$ cat src/rtl/urx_pkg.sv
package urx_pkg;

  typedef enum logic [1:0] {
    ST_IDLE,
    ST_START,
    ST_DATA,
    ST_STOP
  } rxState_e;

  // control -> datapath
  typedef struct packed {
    logic cntStart;
    logic bitClr;
    logic shift;
    logic capture;
    logic setErr;
  } rxStrobe_t;

  // datapath -> control
  typedef struct packed {
    logic decide;
    logic vote;
    logic lineS;
    logic lastBit;
  } rxStatus_t;

endpackage

$ cat src/rtl/urx_addr_match.sv
module urx_addr_match #(
  parameter int DATA_W = 8
) (
  input  logic [DATA_W-1:0] byteIn,
  input  logic [DATA_W-1:0] ownAddr,
  input  logic [DATA_W-1:0] ownMask,
  output logic              hit
);

  logic [DATA_W-1:0] givenOk;
  logic [DATA_W-1:0] bcastOk;

  for (genvar i = 0; i < DATA_W; i++) begin : g_bit
    // compared bit must equal own address; masked-off bits are free
    assign givenOk[i] = ~ownMask[i] | (byteIn[i] ~^ ownAddr[i]);
    // broadcast pattern bits that are 1 must be 1; zeros are free
    assign bcastOk[i] = ~(ownAddr[i] | ownMask[i]) | byteIn[i];
  end

  assign hit = (&givenOk) | (&bcastOk);

endmodule

$ cat src/rtl/urx_datapath.sv
module urx_datapath
  import urx_pkg::*;
#(
  parameter int OVS         = 16,
  parameter int DATA_W      = 8,
  parameter int SYNC_STAGES = 2
) (
  input  logic              clk,
  input  logic              rstN,
  input  logic              rxLine,
  input  logic              baudTick,
  input  logic              nineBit,
  input  logic              addrFilter,
  input  logic [DATA_W-1:0] slaveAddr,
  input  logic [DATA_W-1:0] slaveMask,
  input  logic              rdyClr,
  input  logic              errClr,
  input  rxStrobe_t         strobe,
  output rxStatus_t         status,
  output logic [DATA_W-1:0] rxByte,
  output logic              rxNinth,
  output logic              rxDone,
  output logic              frameErr
);

  localparam int CNT_W  = $clog2(OVS);
  localparam int MID    = OVS / 2;
  localparam int WORD_W = DATA_W + 1;
  localparam int BIT_W  = $clog2(WORD_W + 1);

  logic [SYNC_STAGES-1:0] syncQ;
  logic                   lineS;
  logic [CNT_W-1:0]       tickCnt;
  logic [1:0]             early;
  logic                   vote;
  logic                   decide;
  logic [BIT_W-1:0]       bitCnt;
  logic [WORD_W-1:0]      shiftReg;
  logic [WORD_W-1:0]      frameWord;
  logic                   ninthBit;
  logic                   addrHit;
  logic                   filtered;
  logic                   accept;

  // input synchronizer, resets to idle level
  always_ff @(posedge clk or negedge rstN) begin
    if (!rstN) syncQ <= '1;
    else       syncQ <= {syncQ[SYNC_STAGES-2:0], rxLine};
  end
  assign lineS = syncQ[SYNC_STAGES-1];

  // position inside the current bit cell
  always_ff @(posedge clk or negedge rstN) begin
    if (!rstN) begin
      tickCnt <= '0;
    end else if (strobe.cntStart) begin
      tickCnt <= CNT_W'(1);
    end else if (baudTick) begin
      tickCnt <= (tickCnt == CNT_W'(OVS - 1)) ? '0 : tickCnt + CNT_W'(1);
    end
  end

  // first two of the three middle samples
  always_ff @(posedge clk or negedge rstN) begin
    if (!rstN) begin
      early <= 2'b11;
    end else if (baudTick) begin
      if (tickCnt == CNT_W'(MID - 1)) early[0] <= lineS;
      if (tickCnt == CNT_W'(MID))     early[1] <= lineS;
    end
  end

  assign decide = baudTick && (tickCnt == CNT_W'(MID + 1));
  assign vote   = (early[0] & early[1]) | (early[0] & lineS) | (early[1] & lineS);

  // data bit index
  always_ff @(posedge clk or negedge rstN) begin
    if (!rstN)              bitCnt <= '0;
    else if (strobe.bitClr) bitCnt <= '0;
    else if (strobe.shift)  bitCnt <= bitCnt + BIT_W'(1);
  end

  // word with the bit decided this cycle merged in
  always_comb begin
    frameWord = shiftReg;
    if (strobe.shift) frameWord[bitCnt] = vote;
  end

  always_ff @(posedge clk or negedge rstN) begin
    if (!rstN)             shiftReg <= '0;
    else if (strobe.shift) shiftReg <= frameWord;
  end

  assign ninthBit = nineBit & frameWord[DATA_W];

  urx_addr_match #(.DATA_W(DATA_W)) u_match (
    .byteIn  (frameWord[DATA_W-1:0]),
    .ownAddr (slaveAddr),
    .ownMask (slaveMask),
    .hit     (addrHit)
  );

  assign filtered = nineBit & addrFilter & ~(ninthBit & addrHit);
  assign accept   = ~rxDone & ~filtered;

  // delivered frame
  always_ff @(posedge clk or negedge rstN) begin
    if (!rstN) begin
      rxByte  <= '0;
      rxNinth <= 1'b0;
    end else if (strobe.capture && accept) begin
      rxByte  <= frameWord[DATA_W-1:0];
      rxNinth <= ninthBit;
    end
  end

  // sticky flags, a set beats a clear
  always_ff @(posedge clk or negedge rstN) begin
    if (!rstN) begin
      rxDone   <= 1'b0;
      frameErr <= 1'b0;
    end else begin
      if (strobe.capture && accept) rxDone <= 1'b1;
      else if (rdyClr)              rxDone <= 1'b0;
      if (strobe.setErr)            frameErr <= 1'b1;
      else if (errClr)              frameErr <= 1'b0;
    end
  end

  assign status.decide  = decide;
  assign status.vote    = vote;
  assign status.lineS   = lineS;
  assign status.lastBit = (bitCnt == (nineBit ? BIT_W'(WORD_W - 1) : BIT_W'(DATA_W - 1)));

endmodule

$ cat src/rtl/urx_control.sv
module urx_control
  import urx_pkg::*;
(
  input  logic      clk,
  input  logic      rstN,
  input  logic      rxEnable,
  input  logic      frameChk,
  input  logic      baudTick,
  input  rxStatus_t status,
  output rxStrobe_t strobe
);

  rxState_e state, stateNext;
  logic     armed, armedNext;

  always_ff @(posedge clk or negedge rstN) begin
    if (!rstN) begin
      state <= ST_IDLE;
      armed <= 1'b0;
    end else begin
      state <= stateNext;
      armed <= armedNext;
    end
  end

  always_comb begin
    strobe    = '0;
    stateNext = state;
    armedNext = armed;
    if (!rxEnable) begin
      stateNext = ST_IDLE;
      armedNext = 1'b0;
    end else begin
      case (state)
        ST_IDLE: begin
          if (baudTick) begin
            if (status.lineS) begin
              armedNext = 1'b1;
            end else if (armed) begin
              strobe.cntStart = 1'b1;
              strobe.bitClr   = 1'b1;
              stateNext       = ST_START;
            end
          end
        end
        ST_START: begin
          if (status.decide) stateNext = status.vote ? ST_IDLE : ST_DATA;
        end
        ST_DATA: begin
          if (status.decide) begin
            strobe.shift = 1'b1;
            if (status.lastBit) begin
              strobe.capture = ~frameChk;
              stateNext      = ST_STOP;
            end
          end
        end
        ST_STOP: begin
          if (status.decide) begin
            strobe.capture = frameChk;
            strobe.setErr  = frameChk & ~status.vote;
            stateNext      = ST_IDLE;
            armedNext      = 1'b0;
          end
        end
        default: stateNext = ST_IDLE;
      endcase
    end
  end

endmodule

$ cat src/rtl/urx_top.sv
module urx_top
  import urx_pkg::*;
#(
  parameter int OVS         = 16,
  parameter int DATA_W      = 8,
  parameter int SYNC_STAGES = 2
) (
  input  logic              clk,
  input  logic              rstN,
  input  logic              rxLine,
  input  logic              baudTick,
  input  logic              rxEnable,
  input  logic              nineBit,
  input  logic              frameChk,
  input  logic              addrFilter,
  input  logic [DATA_W-1:0] slaveAddr,
  input  logic [DATA_W-1:0] slaveMask,
  input  logic              rdyClr,
  input  logic              errClr,
  output logic [DATA_W-1:0] rxByte,
  output logic              rxNinth,
  output logic              rxDone,
  output logic              frameErr
);

  rxStrobe_t strobe;
  rxStatus_t status;

  urx_control u_ctl (
    .clk      (clk),
    .rstN     (rstN),
    .rxEnable (rxEnable),
    .frameChk (frameChk),
    .baudTick (baudTick),
    .status   (status),
    .strobe   (strobe)
  );

  urx_datapath #(
    .OVS         (OVS),
    .DATA_W      (DATA_W),
    .SYNC_STAGES (SYNC_STAGES)
  ) u_dp (
    .clk        (clk),
    .rstN       (rstN),
    .rxLine     (rxLine),
    .baudTick   (baudTick),
    .nineBit    (nineBit),
    .addrFilter (addrFilter),
    .slaveAddr  (slaveAddr),
    .slaveMask  (slaveMask),
    .rdyClr     (rdyClr),
    .errClr     (errClr),
    .strobe     (strobe),
    .status     (status),
    .rxByte     (rxByte),
    .rxNinth    (rxNinth),
    .rxDone     (rxDone),
    .frameErr   (frameErr)
  );

endmodule

$ cat config.mk
export PLATFORM = sky130hd
export DESIGN_NAME = urx_top
export DESIGN_NICKNAME = d
export VERILOG_FILES = /design/src/rtl/urx_pkg.sv /design/src/rtl/urx_addr_match.sv /design/src/rtl/urx_datapath.sv /design/src/rtl/urx_control.sv /design/src/rtl/urx_top.sv
export SDC_FILE = /design/constraint.sdc
export NUM_CORES = 1
export LEC_CHECK = 0
export ABC_CLOCK_PERIOD_IN_PS = 5500
export BUFFER_PORTS_ARGS = -buffer_cell sky130_fd_sc_hd__buf_4
export CELL_PAD_IN_SITES_DETAIL_PLACEMENT = 0
export CELL_PAD_IN_SITES_GLOBAL_PLACEMENT = 1
export CORE_ASPECT_RATIO = 1.25
export CORE_UTILIZATION = 25
export CTS_CLUSTER_SIZE = 40
export DETAILED_ROUTE_END_ITERATION = 6
export PLACE_DENSITY = 0.52
export RECOVER_POWER = 50
export REMOVE_ABC_BUFFERS = 1
export SETUP_SLACK_MARGIN = 0.15
export SLEW_MARGIN = 0
export SYNTH_ARGS = -nofsm -noshare
export SYNTH_HDL_FRONTEND = slang
export SYNTH_HIERARCHICAL = 1
export SYNTH_SLANG_ARGS = --single-unit
$ cat constraint.sdc
create_clock -name clk -period 5.5 [get_ports clk]
set_input_delay 1.1 -clock clk [delete_from_list [all_inputs] [get_ports clk]]
set_output_delay 1.1 -clock clk [all_outputs]
set_load 0.01 [all_outputs]
==> results of run 1 <==
worst reg2reg max path: stages, from the launching register on:
cell       delay [ns]
dfrtp_1          0.42
inv_1            0.09
ha_1             0.13
and4b_1          0.30
nand3_1          0.15
nor2_1           0.11
buf_4            0.19
nand2_1          0.11
nor3_1           0.25
mux2_2           0.42
xor2_1           0.15
a22oi_1          0.18
nand4_1          0.14
o31ai_2          0.11
nand4b_1         0.19
a2bb2oi_4        0.19
nand2_4          0.18
mux2_4           0.32
Yosys cell counts, types with 2 or more instances:
library cell	number
nand2_1	12
xor2_1	11
mux2_4	8
nand4_1	3
dfstp_2	4
nand3_1	8
o21ai_0	3
nor2_1	17
inv_1	8
buf_4	5
and2_1	2
a21oi_1	4
o22ai_1	2
mux2_2	19
buf_6	3
mux2i_1	4
and4bb_2	2
nor3_1	4
o21a_1	3
dfrtp_1	31
nand4b_1	4
ha_1	7
a22oi_1	4
kinds of logic after synthesis:
kind of cell             count (synthesis)
AND/OR/NAND/NOR                         62
flip-flops                              35
multiplexers                            31
AO/OA/AOI/OAI                           22
buffers and inverters                   18
XOR/XNOR                                12
adder cells (fa/ha/maj)                  8
worst paths after layout:
kind	endpoint	from	slack, ns	cells past startpoint
min reg2reg	u_dp/syncQ[1]	u_dp/syncQ[0]	0.36	0
max in group asynchronous	u_dp/shiftReg[0]	rstN	3.06	1
max reg2reg	u_dp/rxByte[1]	u_dp/tickCnt[1]	1.76	17
min	u_dp/syncQ[1]	u_dp/syncQ[0]	0.36	0
max	u_dp/rxByte[1]	baudTick	1.22	16
min in group asynchronous	u_dp/tickCnt[3]	rstN	1.34	1
final cells by class:
type,count,area (um^2),share of cell area [%]
multi-input combinational,135,1130,44.4
sequential,35,881,34.5
timing repair buffer,37,270,10.6
tap,97,121,4.75
clock buffer,6,82.6,3.23
clock inverter,2,35.0,1.37
inverter,8,30.0,1.18
registers in the layout, summed over array words and instances, names as in the netlist:
register,count
u_dp/frameErr,1
u_dp/bitCnt,4
u_dp/early,2
u_ctl/armed,1
u_dp/rxNinth,1
u_ctl/state,2
u_dp/tickCnt,4
u_dp/shiftReg,9
u_dp/syncQ,2
u_dp/rxDone,1
u_dp/rxByte,8
metal layers:
layer / up-vias / wire length [um] / track usage [%] / part of all wire [%]
li1: 724 / - / - / -
met1: 699 / 2160 / 14.4 / 47
met2: 35 / 2180 / 19.4 / 47
met3: 6 / 210 / 2.69 / 4.5
met4: 0 / 70 / 3.63 / 1.5
met5: - / 0 / 0 / 0
per-stage QoR:
stage	total power, mW	instances
6_report	0.654	320
5_1_grt	0.696	320
4_1_cts	0.666	320
3_5_place_dp	0.420	312
3_3_place_gp	0.420	312
2_1_floorplan	0.371	178
report_power, final:
group	total (mW)	leakage, nW	internal [mW]	switching [mW]
clock network	0.245	0.0612	0.147	0.0983
logic	0.102	0.682	0.0454	0.0565
registers	0.307	0.462	0.284	0.0235
total	0.654	1.21	0.476	0.178
==> impl_metrics.toml, run 1 <==
[status]
outcome = "finished, violations left"
violations = "DRC, capacitance limit, slew limit"

[logic_synthesis]
synth_top_family_by_area = "simple AND/OR/NAND/NOR gates"
synth_ff_type = "dfrtp_1"
yosys_warnings = 6
synthMuxAreaShare_pct = 17.6
ys_seq_elements = 35
synth_top_area_share_pct = 36.5
synth_fa_ha_area_share_pct = 4.65
synth.distinct_cells = 43
postSynthAreaPerCell_um2 = 11.3
async_flop_share_pct = 100
synth.area.top_cells = "dfrtp_1 37%, mux2_2 10%, mux2_4 5.7%, dfstp_2 4.9%, xor2_1 4.5%"
yosysSeqAreaShare_pct = 41.5
synth_compound_area_share_pct = 8.30
synth_cells = 188
synth-edff-count = 0
syn-cell-area_um2 = 2120
synthSimpleGateAreaFrac_pct = 17.8
synth_top_area_cell = "dfrtp_1"
synth_xor_xnor_area_share_pct = 4.95

[sta]
fin_crit_sh_pct = 77.8
fin_hold_ws_ns = 0.361
fin_tns_setup_ns = 0
rsz0062_at_grt = "no"
period_minus_slack_ns = 4.28
max_freq_mhz = 234
finalHoldViolCount = 0
setup_viol = 0
slew_viol_final = 36
worstMarginPinSlew_ns = 1.92
slew_headroom_pct = -28.0
setup_slack_ns = 1.22
fin_skew_ns = 0.00907

[global_routing]
grt_pass1_wl_mm = 7.89
grt_use_total_pct = 11.5
grt_max_degree = 36
grt_pass1_vias = 1573
antenna_found_initial = 0
grt-ovfl-total = 0

[placement]
dpl_worst_slack_ns = 1.13
gp_congestion = 0.710
dpl_cell_area_um2 = 2440
hpwlAfterDp_mm = 3.41
io_buffers = 36

[clock_network]
path_clk_slew_ns = 0.08
cts_resized = 0
clock-sinks = 35
postCtsSetupRepairBufs = 0
numCtsBuffers = 5
worstSkewPairLatency_ns = 0.29
cts_tree = "done"
cts-hold-fix-buffers = 0
htree_levels = 2
clk_path_buf_depth = 2
root_buffer = "clkbuf_8"

[die]
die_area_um2 = 8870
ios = 37
start_util_pct = 25.8
coreArea_um2 = 8240
placement_rows = 37
die_w_um = 84.5
die_y_um = 105

[critical_path]
required_ns = 5.68
crit_family = "simple AND/OR/NAND/NOR gates"
crit_path_end_kind = "flip-flop"
cp.arrival_ns = 4.46
slowest_stage = "mux2_2"
path_class = "primary input to flip-flop"
path_cells = "clkbuf_1 > and4b_1 > nand3_1 > nor2_1 > buf_4 > nand2_1 > nor3_1 > mux2_2 > xor2_1 > a22oi_1 > nand4_1 > o31ai_2 > nand4b_1 > a2bb2oi_4 > nand2_4 > mux2_4"
slowest_delay_ns = 0.42
critPathMaxFanout = 12
cp-start-kind = "primary input"
worst-path-buf-inv = 2

[route]
route.detailed.drc = 6
viasPerCell = 4.58
firstDrtPassIters = 6
drt-total-wl_mm = 4.62
drt_iter0_markers = 90
vias = 1464
wl_per_cell_um = 14.5
drtAntennaViolNets = 0

[cells_and_area]
final_cell_mix = "34 x buf_4, 31 x dfrtp_1, 19 x mux2_2"
drive_gt1_share_pct = 38.6
mostFrequentLayoutCell = "buf_4"
antenna_cells = 0
finish.instance_area_um2 = 2550
nFillCells = 869
area_growth_syn_to_layout_pct = 20.2
nNetsFinal = 255
fin_util_pct = 31.0

[pwr]
ir_drop_mv = 0.101
leakage_nw = 1.21
powerDensity_nw_per_um2 = 256

[job]
max_cap_violations = 1

[hold_path]
hold_class = "flip-flop to flip-flop"
(Power assumes the default switching activity.)
==> run 2: changes to the inputs <==
--- a/config.mk
+++ b/config.mk
@@ -5,7 +5,8 @@
 export SDC_FILE = /design/constraint.sdc
 export NUM_CORES = 1
 export LEC_CHECK = 0
-export ABC_CLOCK_PERIOD_IN_PS = 5500
+export ABC_AREA = 1
+export ABC_CLOCK_PERIOD_IN_PS = 3760
 export BUFFER_PORTS_ARGS = -buffer_cell sky130_fd_sc_hd__buf_4
 export CELL_PAD_IN_SITES_DETAIL_PLACEMENT = 0
 export CELL_PAD_IN_SITES_GLOBAL_PLACEMENT = 1
@@ -13,7 +14,7 @@
 export CORE_UTILIZATION = 25
 export CTS_CLUSTER_SIZE = 40
 export DETAILED_ROUTE_END_ITERATION = 6
-export PLACE_DENSITY = 0.52
+export PLACE_DENSITY = 0.57
 export RECOVER_POWER = 50
 export REMOVE_ABC_BUFFERS = 1
 export SETUP_SLACK_MARGIN = 0.15
==> constraint.sdc (replaced) <==
create_clock -name clk -period 3.76 [get_ports clk]
set_input_delay 0.752 -clock clk [delete_from_list [all_inputs] [get_ports clk]]
set_output_delay 0.752 -clock clk [all_outputs]
set_load 0.01 [all_outputs]
==> run 2 against run 1 <==
Effect of this change: the flow finishes with violations (capacitance limit, slew limit); critical path depth up 5; area after synthesis up 4.2%; worst hold slack lost 0.0011 ns; clock power increased by 40%; combinational power grew to 3.2 times the previous value.
==> impl_metrics.toml, run 2 <==
[global_routing]
grt-ovfl-total = 0
grt_pass1_wl_mm = 8.83
grt_max_degree = 36
antenna_found_initial = 0
grt_pass1_vias = 1916
grt_use_total_pct = 12.3

[sta]
slew_headroom_pct = -28.8
fin_crit_sh_pct = 79.9
rsz0062_at_grt = "no"
slew_viol_final = 36
worstMarginPinSlew_ns = 1.93
period_minus_slack_ns = 3.00
fin_tns_setup_ns = 0
finalHoldViolCount = 0
fin_skew_ns = 0.00944
max_freq_mhz = 333
setup_viol = 0

[clock_network]
worstSkewPairLatency_ns = 0.29
numCtsBuffers = 5
cts-hold-fix-buffers = 0
clk_path_buf_depth = 2
htree_levels = 2
clock-sinks = 35
path_clk_slew_ns = 0.08
root_buffer = "clkbuf_8"
postCtsSetupRepairBufs = 0
cts_tree = "done"
cts_resized = 0

[cells_and_area]
area_growth_syn_to_layout_pct = 22.4
top_register = "u_dp/shiftReg"
reg_top3 = "u_dp/shiftReg: 9 flops, u_dp/rxByte: 8 flops"
largest_register_ffs = 9
nNetsFinal = 373
nFillCells = 1000
finish.instance_area_um2 = 2710
drive_gt1_share_pct = 23.5
fin_util_pct = 31.3
antenna_cells = 0
final_cell_mix = "80 x nand2_1, 43 x inv_1, 35 x buf_4"
mostFrequentLayoutCell = "nand2_1"

[placement]
hpwlAfterDp_mm = 4.29
dpl_cell_area_um2 = 2600
gp_congestion = 0.719
io_buffers = 36

[pwr]
p_sw_uw = 408
total_power_mw = 1.16
powerDensity_nw_per_um2 = 429
sw_frac_of_total_pct = 35.1
combPwrFrac_pct = 27.9
power_frac_clock_pct = 29.6
internal_power_uw = 754
leakage_nw = 1.34
seq_power_share_pct = 42.5
ir_drop_mv = 0.237

[logic_synthesis]
synth_cells = 302
ys_seq_elements = 35
yosys_warnings = 6
synth_top_area_share_pct = 35.0
yosys.cell_count.top_type = "nand2_1"
postSynthAreaPerCell_um2 = 7.33
synth.distinct_cells = 29
async_flop_share_pct = 100
synth.area.top_cells = "dfrtp_1 35%, nand2_1 14%, inv_1 7.3%, nand3_1 6.8%, dfstp_2 4.7%"
syn-cell-area_um2 = 2210
synth_top_area_cell = "dfrtp_1"
synth_ff_type = "dfrtp_1"
synth_common_cells = "80 x nand2_1, 43 x inv_1, 31 x dfrtp_1"
yosysSeqAreaShare_pct = 39.8
synth-edff-count = 0

[die]
ios = 37
placement_rows = 38
die_y_um = 107
die_w_um = 86.2
die_area_um2 = 9240
start_util_pct = 25.6
coreArea_um2 = 8650

[critical_path]
critPathMaxFanout = 10
path_class = "flip-flop to flip-flop"
required_ns = 3.95
cp-start-kind = "flip-flop"
crit_path_end_kind = "flip-flop"
cp.arrival_ns = 3.19

[route]
drtAntennaViolNets = 0
drt_iter0_markers = 48
drt-total-wl_mm = 5.28
route.detailed.drc = 0
wl_per_cell_um = 11.5
vias = 1921
firstDrtPassIters = 4
viasPerCell = 4.17

[status]
outcome = "finished, violations left"
violations = "capacitance limit, slew limit"

[hold_path]
hold_class = "flip-flop to flip-flop"

[job]
max_cap_violations = 1
run 2: cell types whose count changed after synthesis, sizes merged, moves of 11 or more:
| cell | previous run | this run |
|---|---|---|
| nand2 | 13 | 85 |
| xor2 | 11 | 0 |
| mux2 | 27 | 0 |
| o21ai | 3 | 17 |
| inv | 8 | 47 |
| a21oi | 4 | 18 |
| nor2 | 17 | 41 |
| nand3 | 8 | 32 |
run 2: critical path: stages, from the launching register on:
cell and delay (ns):
dfrtp_1 0.35, inv_1 0.10, nor2_1 0.18, nand2_1 0.07, nor2_1 0.16, nand3_1 0.12, nor2_1 0.30, nand2_1 0.23
nor2_2 0.23, nor2_2 0.06, a21oi_2 0.16, inv_1 0.08, o21ai_1 0.07, nand2_1 0.06, nor2_1 0.12, nand2_1 0.07
nand2_1 0.09, nand3_2 0.10, nand2_4 0.13, nand2_4 0.10, nand2_1 0.07, nand2_1 0.05
run 2: layout make-up:
class / instances / area [um^2] / share of cell area, %
Multi-Input combinational cell: 213 / 1110 / 41.0
Clock inverter: 3 / 43.8 / 1.62
Sequential cell: 35 / 881 / 32.5
Timing Repair Buffer: 38 / 278 / 10.3
Clock buffer: 5 / 68.8 / 2.54
Tap cell: 120 / 150 / 5.54
Inverter: 47 / 176 / 6.51
run 2: per-layer routing:
metal / up-vias / GRT usage, % / part of all wire [%]
li1: 1026 / - / -
met1: 857 / 13.2 / 43
met2: 32 / 24.0 / 52
met3: 6 / 2.08 / 3.5
met4: 0 / 3.93 / 1.3
met5: - / 0 / 0
run 2: cells by family (layout without fill, tap and decap cells):
logic type | count (synthesis) | count (layout) | share of synthesized area [%]
simple gates | 163 | 163 | 34.7
compound gates | 43 | 43 | 11.5
fa+ha+maj | 7 | 7 | 3.96
buf+inv | 54 | 93 | 10.0
flops | 35 | 35 | 39.8
run 2: stage by stage:
stage	hold slack [ns]	std cells	worst slack (ns)
floorplan	0.345	295	0.743
CTS	0.363	461	0.701
global route	0.364	461	0.281
finish	0.360	461	0.758
global placement	0.346	453	0.498
detailed placement	0.351	453	0.444
run 2: final timing paths:
kind                                      start                to  slack [ns]  cells after the start
worst max-delay path            u_dp/tickCnt[3]    u_dp/rxByte[5]        0.76                     21
worst min-delay path              u_dp/syncQ[0]     u_dp/syncQ[1]        0.36                      0
worst max register to register  u_dp/tickCnt[3]    u_dp/rxByte[5]        0.76                     21
worst min register to register    u_dp/syncQ[0]     u_dp/syncQ[1]        0.36                      0
max in group asynchronous                  rstN  u_dp/shiftReg[3]        1.66                      1
min in group asynchronous                  rstN       u_ctl/armed        0.99                      1
run 2: power by group through the flow:
| stage | sequential, mW | clock [mW] | combinational, mW |
|---|---|---|---|
| 2_1_floorplan | 0.488 | 0 | 0.239 |
| 3_3_place_gp | 0.503 | 0 | 0.333 |
| 3_5_place_dp | 0.501 | 0 | 0.332 |
| 4_1_cts | 0.495 | 0.357 | 0.331 |
| 5_1_grt | 0.503 | 0.372 | 0.387 |
| 6_report | 0.494 | 0.344 | 0.324 |
